--- src/rtl/dma2_pkg.sv ---
package dma2_pkg;

   typedef enum logic [1:0] {
      ST_IDLE    = 2'd0,
      ST_FETCH   = 2'd1,
      ST_DEPOSIT = 2'd2
   } seq_state_e;

   // control fields above the start / start-write-enable bits, MSB first
   typedef struct packed {
      logic [1:0] mode;
      logic       req_int;
      logic       prio;
      logic       irq_en;
      logic       tc_stop;
      logic       dst_dec;
      logic       dst_inc;
      logic       dst_mem;
      logic       src_dec;
      logic       src_inc;
      logic       src_mem;
      logic       word;
   } chan_cfg_t;

   localparam int CFG_LSB   = 2;
   localparam int CFG_W     = $bits(chan_cfg_t);
   localparam int START_BIT = 0;
   localparam int CHG_BIT   = 1;

   localparam logic [1:0] SEL_CTRL = 2'd0;
   localparam logic [1:0] SEL_SRC  = 2'd1;
   localparam logic [1:0] SEL_DST  = 2'd2;
   localparam logic [1:0] SEL_CNT  = 2'd3;

endpackage

--- src/rtl/dma2_ptr.sv ---
module dma2_ptr #(
   parameter int ADDR_W = 20
) (
   input  logic              clk,
   input  logic              rst_n,
   input  logic              load,
   input  logic [ADDR_W-1:0] load_val,
   input  logic              step_en,
   input  logic              inc,
   input  logic              dec,
   input  logic              word,
   output logic [ADDR_W-1:0] ptr
);
   logic [ADDR_W-1:0] stride;
   logic              moves;

   assign stride = {{(ADDR_W-2){1'b0}}, word, ~word};
   assign moves  = step_en & (inc ^ dec);

   always_ff @(posedge clk or negedge rst_n) begin
      if (!rst_n)
         ptr <= '0;
      else if (load)
         ptr <= load_val;
      else if (moves)
         ptr <= inc ? (ptr + stride) : (ptr - stride);
   end
endmodule

--- src/rtl/dma2_chan.sv ---
module dma2_chan
   import dma2_pkg::*;
#(
   parameter int ADDR_W = 20,
   parameter int CNT_W  = 16
) (
   input  logic              clk,
   input  logic              rst_n,
   input  logic              wr_en,
   input  logic [1:0]        wr_sel,
   input  logic [ADDR_W-1:0] wr_data,
   input  logic              ext_req,
   input  logic              int_req,
   input  logic              grant,
   input  logic              done,
   output logic              ready,
   output chan_cfg_t         cfg,
   output logic [ADDR_W-1:0] src_ptr,
   output logic [ADDR_W-1:0] dst_ptr,
   output logic              irq
);
   localparam int NPTR = 2;

   logic             start_q;
   logic             pend_q;
   logic             req_prev_q;
   logic [CNT_W-1:0] cnt_q;
   logic [CNT_W-1:0] cnt_next;
   logic             sel_req;
   logic             req_edge;
   logic             sync_mode;
   logic             hit_zero;
   logic             stop;
   logic             wr_ctrl;

   logic [ADDR_W-1:0] ptr_q   [NPTR];
   logic              p_load  [NPTR];
   logic              p_inc   [NPTR];
   logic              p_dec   [NPTR];

   assign wr_ctrl   = wr_en && (wr_sel == SEL_CTRL);
   assign sync_mode = (cfg.mode != 2'd0);
   assign sel_req   = cfg.req_int ? int_req : ext_req;
   assign req_edge  = sel_req & ~req_prev_q;
   assign cnt_next  = cnt_q - 1'b1;
   assign hit_zero  = done && (cnt_next == '0);
   assign stop      = hit_zero && (!sync_mode || cfg.tc_stop);
   assign ready     = start_q && (sync_mode ? pend_q : 1'b1);

   assign p_load[0] = wr_en && (wr_sel == SEL_SRC);
   assign p_load[1] = wr_en && (wr_sel == SEL_DST);
   assign p_inc[0]  = cfg.src_inc;
   assign p_dec[0]  = cfg.src_dec;
   assign p_inc[1]  = cfg.dst_inc;
   assign p_dec[1]  = cfg.dst_dec;

   for (genvar g = 0; g < NPTR; g++) begin : g_ptr
      dma2_ptr #(.ADDR_W(ADDR_W)) u_ptr (
         .clk     (clk),
         .rst_n   (rst_n),
         .load    (p_load[g]),
         .load_val(wr_data),
         .step_en (done),
         .inc     (p_inc[g]),
         .dec     (p_dec[g]),
         .word    (cfg.word),
         .ptr     (ptr_q[g])
      );
   end

   assign src_ptr = ptr_q[0];
   assign dst_ptr = ptr_q[1];

   always_ff @(posedge clk or negedge rst_n) begin
      if (!rst_n) begin
         cfg        <= '0;
         start_q    <= 1'b0;
         pend_q     <= 1'b0;
         req_prev_q <= 1'b0;
         cnt_q      <= '0;
         irq        <= 1'b0;
      end else begin
         req_prev_q <= sel_req;
         pend_q     <= (pend_q & ~grant & start_q) | (req_edge & start_q);
         irq        <= stop & cfg.irq_en & cfg.tc_stop;
         if (wr_ctrl)
            cfg <= chan_cfg_t'(wr_data[CFG_LSB +: CFG_W]);
         if (wr_ctrl && wr_data[CHG_BIT])
            start_q <= wr_data[START_BIT];
         else if (stop)
            start_q <= 1'b0;
         if (wr_en && (wr_sel == SEL_CNT))
            cnt_q <= wr_data[CNT_W-1:0];
         else if (done)
            cnt_q <= cnt_next;
      end
   end
endmodule

--- src/rtl/dma2_arb.sv ---
module dma2_arb (
   input  logic       clk,
   input  logic       rst_n,
   input  logic       en,
   input  logic [1:0] ready,
   input  logic [1:0] prio,
   output logic       gnt_valid,
   output logic       gnt_ch
);
   logic last_q;
   logic pick;

   always_comb begin
      if (ready[0] && ready[1])
         pick = (prio[0] != prio[1]) ? prio[1] : ~last_q;
      else
         pick = ready[1];
   end

   assign gnt_valid = en && (|ready);
   assign gnt_ch    = pick;

   always_ff @(posedge clk or negedge rst_n) begin
      if (!rst_n)
         last_q <= 1'b0;
      else if (gnt_valid)
         last_q <= pick;
   end
endmodule

--- src/rtl/dma2_seq.sv ---
module dma2_seq
   import dma2_pkg::*;
#(
   parameter int DATA_W = 16
) (
   input  logic              clk,
   input  logic              rst_n,
   input  logic              gnt_valid,
   input  logic              gnt_ch,
   input  logic [DATA_W-1:0] rdata,
   output seq_state_e        state,
   output logic              cur_ch,
   output logic [DATA_W-1:0] data_q,
   output logic [1:0]        grant,
   output logic [1:0]        done
);
   for (genvar g = 0; g < 2; g++) begin : g_str
      assign grant[g] = gnt_valid && (gnt_ch == g[0]);
      assign done[g]  = (state == ST_DEPOSIT) && (cur_ch == g[0]);
   end

   always_ff @(posedge clk or negedge rst_n) begin
      if (!rst_n) begin
         state  <= ST_IDLE;
         cur_ch <= 1'b0;
         data_q <= '0;
      end else begin
         case (state)
            ST_IDLE: if (gnt_valid) begin
               state  <= ST_FETCH;
               cur_ch <= gnt_ch;
            end
            ST_FETCH: begin
               data_q <= rdata;
               state  <= ST_DEPOSIT;
            end
            default: state <= ST_IDLE;
         endcase
      end
   end
endmodule

--- src/rtl/dma2_ctrl.sv ---
module dma2_ctrl
   import dma2_pkg::*;
#(
   parameter int ADDR_W = 20,
   parameter int DATA_W = 16,
   parameter int CNT_W  = 16
) (
   input  logic              clk,
   input  logic              rst_n,
   input  logic              reg_we,
   input  logic              reg_ch,
   input  logic [1:0]        reg_sel,
   input  logic [ADDR_W-1:0] reg_wdata,
   input  logic [1:0]        ext_dreq,
   input  logic [1:0]        int_dreq,
   input  logic              halt_in,
   output logic              bus_rd,
   output logic              bus_wr,
   output logic              bus_io,
   output logic              bus_word,
   output logic [ADDR_W-1:0] bus_addr,
   output logic [DATA_W-1:0] bus_wdata,
   input  logic [DATA_W-1:0] bus_rdata,
   output logic [1:0]        irq
);
   localparam int NCH = 2;

   if (ADDR_W < CFG_LSB + CFG_W) begin : g_bad_addr
      $error("ADDR_W too narrow for the control word");
   end
   if (ADDR_W < CNT_W) begin : g_bad_cnt
      $error("ADDR_W must hold the transfer count");
   end
   if (DATA_W != 16) begin : g_bad_data
      $error("DATA_W must be 16 for byte/word transfers");
   end

   chan_cfg_t         cfg     [NCH];
   logic [ADDR_W-1:0] src_ptr [NCH];
   logic [ADDR_W-1:0] dst_ptr [NCH];
   logic [NCH-1:0]    ready;
   logic [NCH-1:0]    prio;
   logic [NCH-1:0]    grant;
   logic [NCH-1:0]    done;
   logic              gnt_valid;
   logic              gnt_ch;
   logic              cur_ch;
   logic [DATA_W-1:0] data_q;
   seq_state_e        state;

   for (genvar c = 0; c < NCH; c++) begin : g_ch
      dma2_chan #(.ADDR_W(ADDR_W), .CNT_W(CNT_W)) u_chan (
         .clk     (clk),
         .rst_n   (rst_n),
         .wr_en   (reg_we && (reg_ch == c[0])),
         .wr_sel  (reg_sel),
         .wr_data (reg_wdata),
         .ext_req (ext_dreq[c]),
         .int_req (int_dreq[c]),
         .grant   (grant[c]),
         .done    (done[c]),
         .ready   (ready[c]),
         .cfg     (cfg[c]),
         .src_ptr (src_ptr[c]),
         .dst_ptr (dst_ptr[c]),
         .irq     (irq[c])
      );
      assign prio[c] = cfg[c].prio;
   end

   dma2_arb u_arb (
      .clk      (clk),
      .rst_n    (rst_n),
      .en       ((state == ST_IDLE) && !halt_in),
      .ready    (ready),
      .prio     (prio),
      .gnt_valid(gnt_valid),
      .gnt_ch   (gnt_ch)
   );

   dma2_seq #(.DATA_W(DATA_W)) u_seq (
      .clk      (clk),
      .rst_n    (rst_n),
      .gnt_valid(gnt_valid),
      .gnt_ch   (gnt_ch),
      .rdata    (bus_rdata),
      .state    (state),
      .cur_ch   (cur_ch),
      .data_q   (data_q),
      .grant    (grant),
      .done     (done)
   );

   always_comb begin
      bus_rd    = 1'b0;
      bus_wr    = 1'b0;
      bus_io    = 1'b0;
      bus_word  = 1'b0;
      bus_addr  = '0;
      bus_wdata = '0;
      if (state == ST_FETCH) begin
         bus_rd   = 1'b1;
         bus_io   = ~cfg[cur_ch].src_mem;
         bus_word = cfg[cur_ch].word;
         bus_addr = src_ptr[cur_ch];
      end else if (state == ST_DEPOSIT) begin
         bus_wr    = 1'b1;
         bus_io    = ~cfg[cur_ch].dst_mem;
         bus_word  = cfg[cur_ch].word;
         bus_addr  = dst_ptr[cur_ch];
         bus_wdata = data_q;
      end
   end
endmodule

--- config.mk ---
export PLATFORM = sky130hd
export DESIGN_NAME = dma2_ctrl
export DESIGN_NICKNAME = d
export VERILOG_FILES = /design/src/rtl/dma2_pkg.sv /design/src/rtl/dma2_ptr.sv /design/src/rtl/dma2_chan.sv /design/src/rtl/dma2_arb.sv /design/src/rtl/dma2_seq.sv /design/src/rtl/dma2_ctrl.sv
export SDC_FILE = /design/constraint.sdc
export NUM_CORES = 1
export LEC_CHECK = 0
export CORE_AREA = 4 4 145 147
export CTS_BUF_LIST = sky130_fd_sc_hd__clkbuf_16
export CTS_CLUSTER_SIZE = 25
export DETAILED_ROUTE_END_ITERATION = 10
export DIE_AREA = 0 0 149 151
export PLACE_DENSITY = 0.83
export SETUP_SLACK_MARGIN = 0.2
export SLEW_MARGIN = 20
export SYNTH_ARGS = -nofsm -noshare
export SYNTH_HDL_FRONTEND = slang
export SYNTH_SLANG_ARGS = --single-unit
--- constraint.sdc ---
create_clock -name clk -period 6.1 [get_ports clk]
set_input_delay 1.22 -clock clk [delete_from_list [all_inputs] [get_ports clk]]
set_output_delay 1.22 -clock clk [all_outputs]
set_load 0.01 [all_outputs]
==> results_dict.tcl <==
set metrics [dict create \
    slew_viol_final 0 \
    die_area_mm2 0.0225 \
    port_buffers 88 \
    layout_setup_ws_ns 1.89 \
    p_leak_nw 5.70 \
    critPathTopFamily "simple AND/OR/NAND/NOR gates" \
    cp.arrival_ns 2.99 \
    hold_start "u_seq.data_q[9]" \
    cts_tree "yes" \
    rrSetupSlack_ns 2.62 \
    postLayoutCoreUtil 0.694 \
    wl_met3_um 3250 \
    synth-seq-cells 166 \
    route.met2.wl_um 16500 \
    r2r-end "g_ch[1].u_chan.g_ptr[0].u_ptr.ptr[19]" \
    yosysSeqAreaShare 0.341 \
    worstSetupPathType "reg -> out" \
    synth_fp_nets 1601 \
    via_per_inst 6.42 \
    hold_path.class "reg -> reg" \
    cts_resized 0 \
    cp_slowest_stage_delay_ns 0.78 \
    cap_violations 0 \
    vias 11543 \
    firstDrtPassIters 5 \
    ant_nets 0 \
    hold_depth 2 \
    cts_buffer_depth 2 \
    pre_cts_slack_ns 2.39 \
    status "complete, no violations" \
    relSlewSlack 0.331 \
    grt_pass1_wl_um 56900 \
    fin_tns_setup_ns 0 \
    grt_max_degree 68 \
    grt_util_all_layers 0.320 \
    cts_htree_levels 4 \
    syn2layout_area_growth_pct 13.4 \
    highest_layer "met4" \
    peakVddDrop_mv 0.286 \
    slowest_stage "nand2b_1" \
    drc_errors 0 \
    cts_buffers 17 \
    period_needed_ns 4.21 \
    ys.flop_type "dfrtp_1" \
    rows 52 \
    place.gp.congestion 1.00 \
    clk_latency_ns 0.45 \
    die_h_um 151 \
    post_synth.cell_area_avg_um2 8.29 \
    rr_worst_depth 10 \
    cp-start-kind "flip-flop" \
    cts-hold-fix-buffers 0 \
    cp_num_buf_inv 2 \
    antennaDiodeCount 0 \
    cellPowerDensity_mw_per_mm2 512 \
    fin_crit_sh 0.689 \
    drtIter0Drc 925 \
    worstReg2RegStart "g_ch[1].u_chan.cfg[2]" \
    root_buffer "clkbuf_16" \
    whs_endpoint "u_seq.data_q[9]" \
    netlist_area_mm2 0.0122 \
    netlist_instances 1470 \
    grt_antenna_before_repair 0 \
    ys_types 77 \
    end_kind "primary output" \
    placeableCoreArea_mm2 0.0199 \
    drive_above_1_share 0.0609 \
    clkTransAtPathRegs_ns 0.07 \
    rsz0062_at_grt "false" \
    wl_um 36100 \
    post_cts_buffers 0 \
    fin_skew_ns 0.00928 \
    worst_slew_pin_slew_ns 1.00 \
    m1WireLength_um 14500 \
    hold_viol_final 0 \
    worstPathMaxFanout 25 \
    hpwl_um 25500 \
    dieWidth_um 149 \
    post-place-cells 1765 \
    grt_pass1_vias 11067 \
    netlist_top_cells_area "dfrtp_1 (34%), ha_1 (8.2%), a21oi_1 (6.2%)" \
    fin_cells 1797 \
    start_util 0.612 \
    yosysTopAreaCellShare 0.341 \
    setup_viol_count_final 0 \
    grt-ovfl-total 0 \
    synthArstFlopShare 1.00 \
    synth-edff-count 0 \
    path_cells "nand2b_1 -> inv_1 -> and2_1 -> clkdlybuf4s50_1" \
    timing.critical_path.required_ns 4.88 \
    post_drt_wl_per_cell_um 20.1 \
    ioPinCount 89 \
    max_freq_mhz 238 \
    layout.nets 1645 \
    synth_warnings 0 \
    netlist.top_cell.by_area "dfrtp_1" \
    cts.sinks 166 \
]
==> per-stage QoR <==
stage               total power [mW]  area, um^2  hold slack, ns
finish                          7.08       13800           0.470
CTS                             7.00       13800           0.474
global placement                5.75       13200           0.461
detailed placement              5.86       13200           0.456
global route                    7.58       13800           0.496
floorplan                       4.84       12200           0.437
==> cell usage in the layout, fill, tap and decap left out, drive strengths merged, types with 5 or more instances in the layout <==
master,instances
nand3,37
mux2,25
nor4,12
a21oi,150
or3,6
nand3b,5
and2,23
nand4,9
clkbuf,17
o22ai,24
a31oi,28
nand2,196
o31ai,7
nand2b,20
buf,16
and3,17
o21bai,6
a21o,34
o211ai,11
clkdlybuf4s50,87
nor2b,8
inv,39
dfrtp,166
nor2,135
o21a,7
ha,80
xor2,38
xnor2,58
a211oi,18
o21ai,118
nor3,33
mux2i,46
==> cells in the mapped netlist, drive strengths merged (7+ instances only) <==
master	instances
a211oi	18
a21o	34
a21oi	150
a31oi	28
and2	23
and3	17
buf	17
clkbuf	61
dfrtp	166
ha	80
inv	29
mux2	25
mux2i	46
nand2	196
nand2b	20
nand3	37
nand4	9
nor2	135
nor2b	8
nor3	33
nor4	12
o211ai	11
o21a	7
o21ai	118
o22ai	24
o31ai	7
xnor2	58
xor2	38
==> routing by layer <==
metal	vias to the layer above	GRT usage
met2	535	0.512
met4	0	0.158
li1	5339	-
met5	-	0
met3	125	0.0613
met1	5544	0.418
==> cells by family after synthesis <==
group,share of synthesized area
adders and majority gates,0.0895
muxes,0.0609
DFF,0.341
and+or+nand+nor,0.190
buffers and inverters,0.0345
xor gates and xnor gates,0.0690
AOI/OAI and AO/OA,0.215
==> flip-flops by register name, indices dropped and copies added (netlist names), 2 cells and up <==
signal,cells
u_seq.state,2
g_ch.u_chan.pend_q,2
g_ch.u_chan.cnt_q,32
g_ch.u_chan.irq,2
g_ch.u_chan.cfg,26
g_ch.u_chan.start_q,2
u_seq.data_q,16
g_ch.u_chan.req_prev_q,2
g_ch.u_chan.g_ptr.u_ptr.ptr,80
==> worst reg2reg max path: stages (launching register included) <==
cell,delay [ns]
dfrtp_1,0.48
inv_1,0.64
ha_1,0.41
and2_4,0.19
a221o_1,0.33
a31oi_2,0.26
o21ai_2,0.14
a221oi_2,0.34
xnor2_1,0.12
or3_1,0.31
a31oi_1,0.18
==> final cells by class <==
class / instances / area (um^2)
clock buffers: 17 / 425
repair buffers: 103 / 995
inverters: 30 / 113
fillers: 1639 / 6090
clock inverters: 15 / 156
multi-input cells: 1196 / 7630
well taps: 270 / 338
flip-flops and latches: 166 / 4160
==> power by group <==
group          internal [mW]  total [mW]  switching, mW
combinational           1.75        3.98           2.23
clock                  0.581        1.10          0.515
sequential              1.51        2.00          0.499
==> worst max path at each step <==
stage / slack, ns / cells past startpoint / start / to
global route: 1.75 / 4 / u_seq.state[0] / bus_wdata[5]
floorplan: 3.22 / 4 / reg_sel[1] / g_ch[1].u_chan.cfg[1]
CTS: 1.91 / 4 / u_seq.state[0] / bus_wdata[6]
finish: 1.89 / 4 / u_seq.state[0] / bus_wdata[6]
global placement: 2.50 / 4 / u_seq.state[0] / bus_wdata[6]
detailed placement: 2.39 / 4 / u_seq.state[0] / bus_wdata[6]
Power figures use the tool's default switching activity.
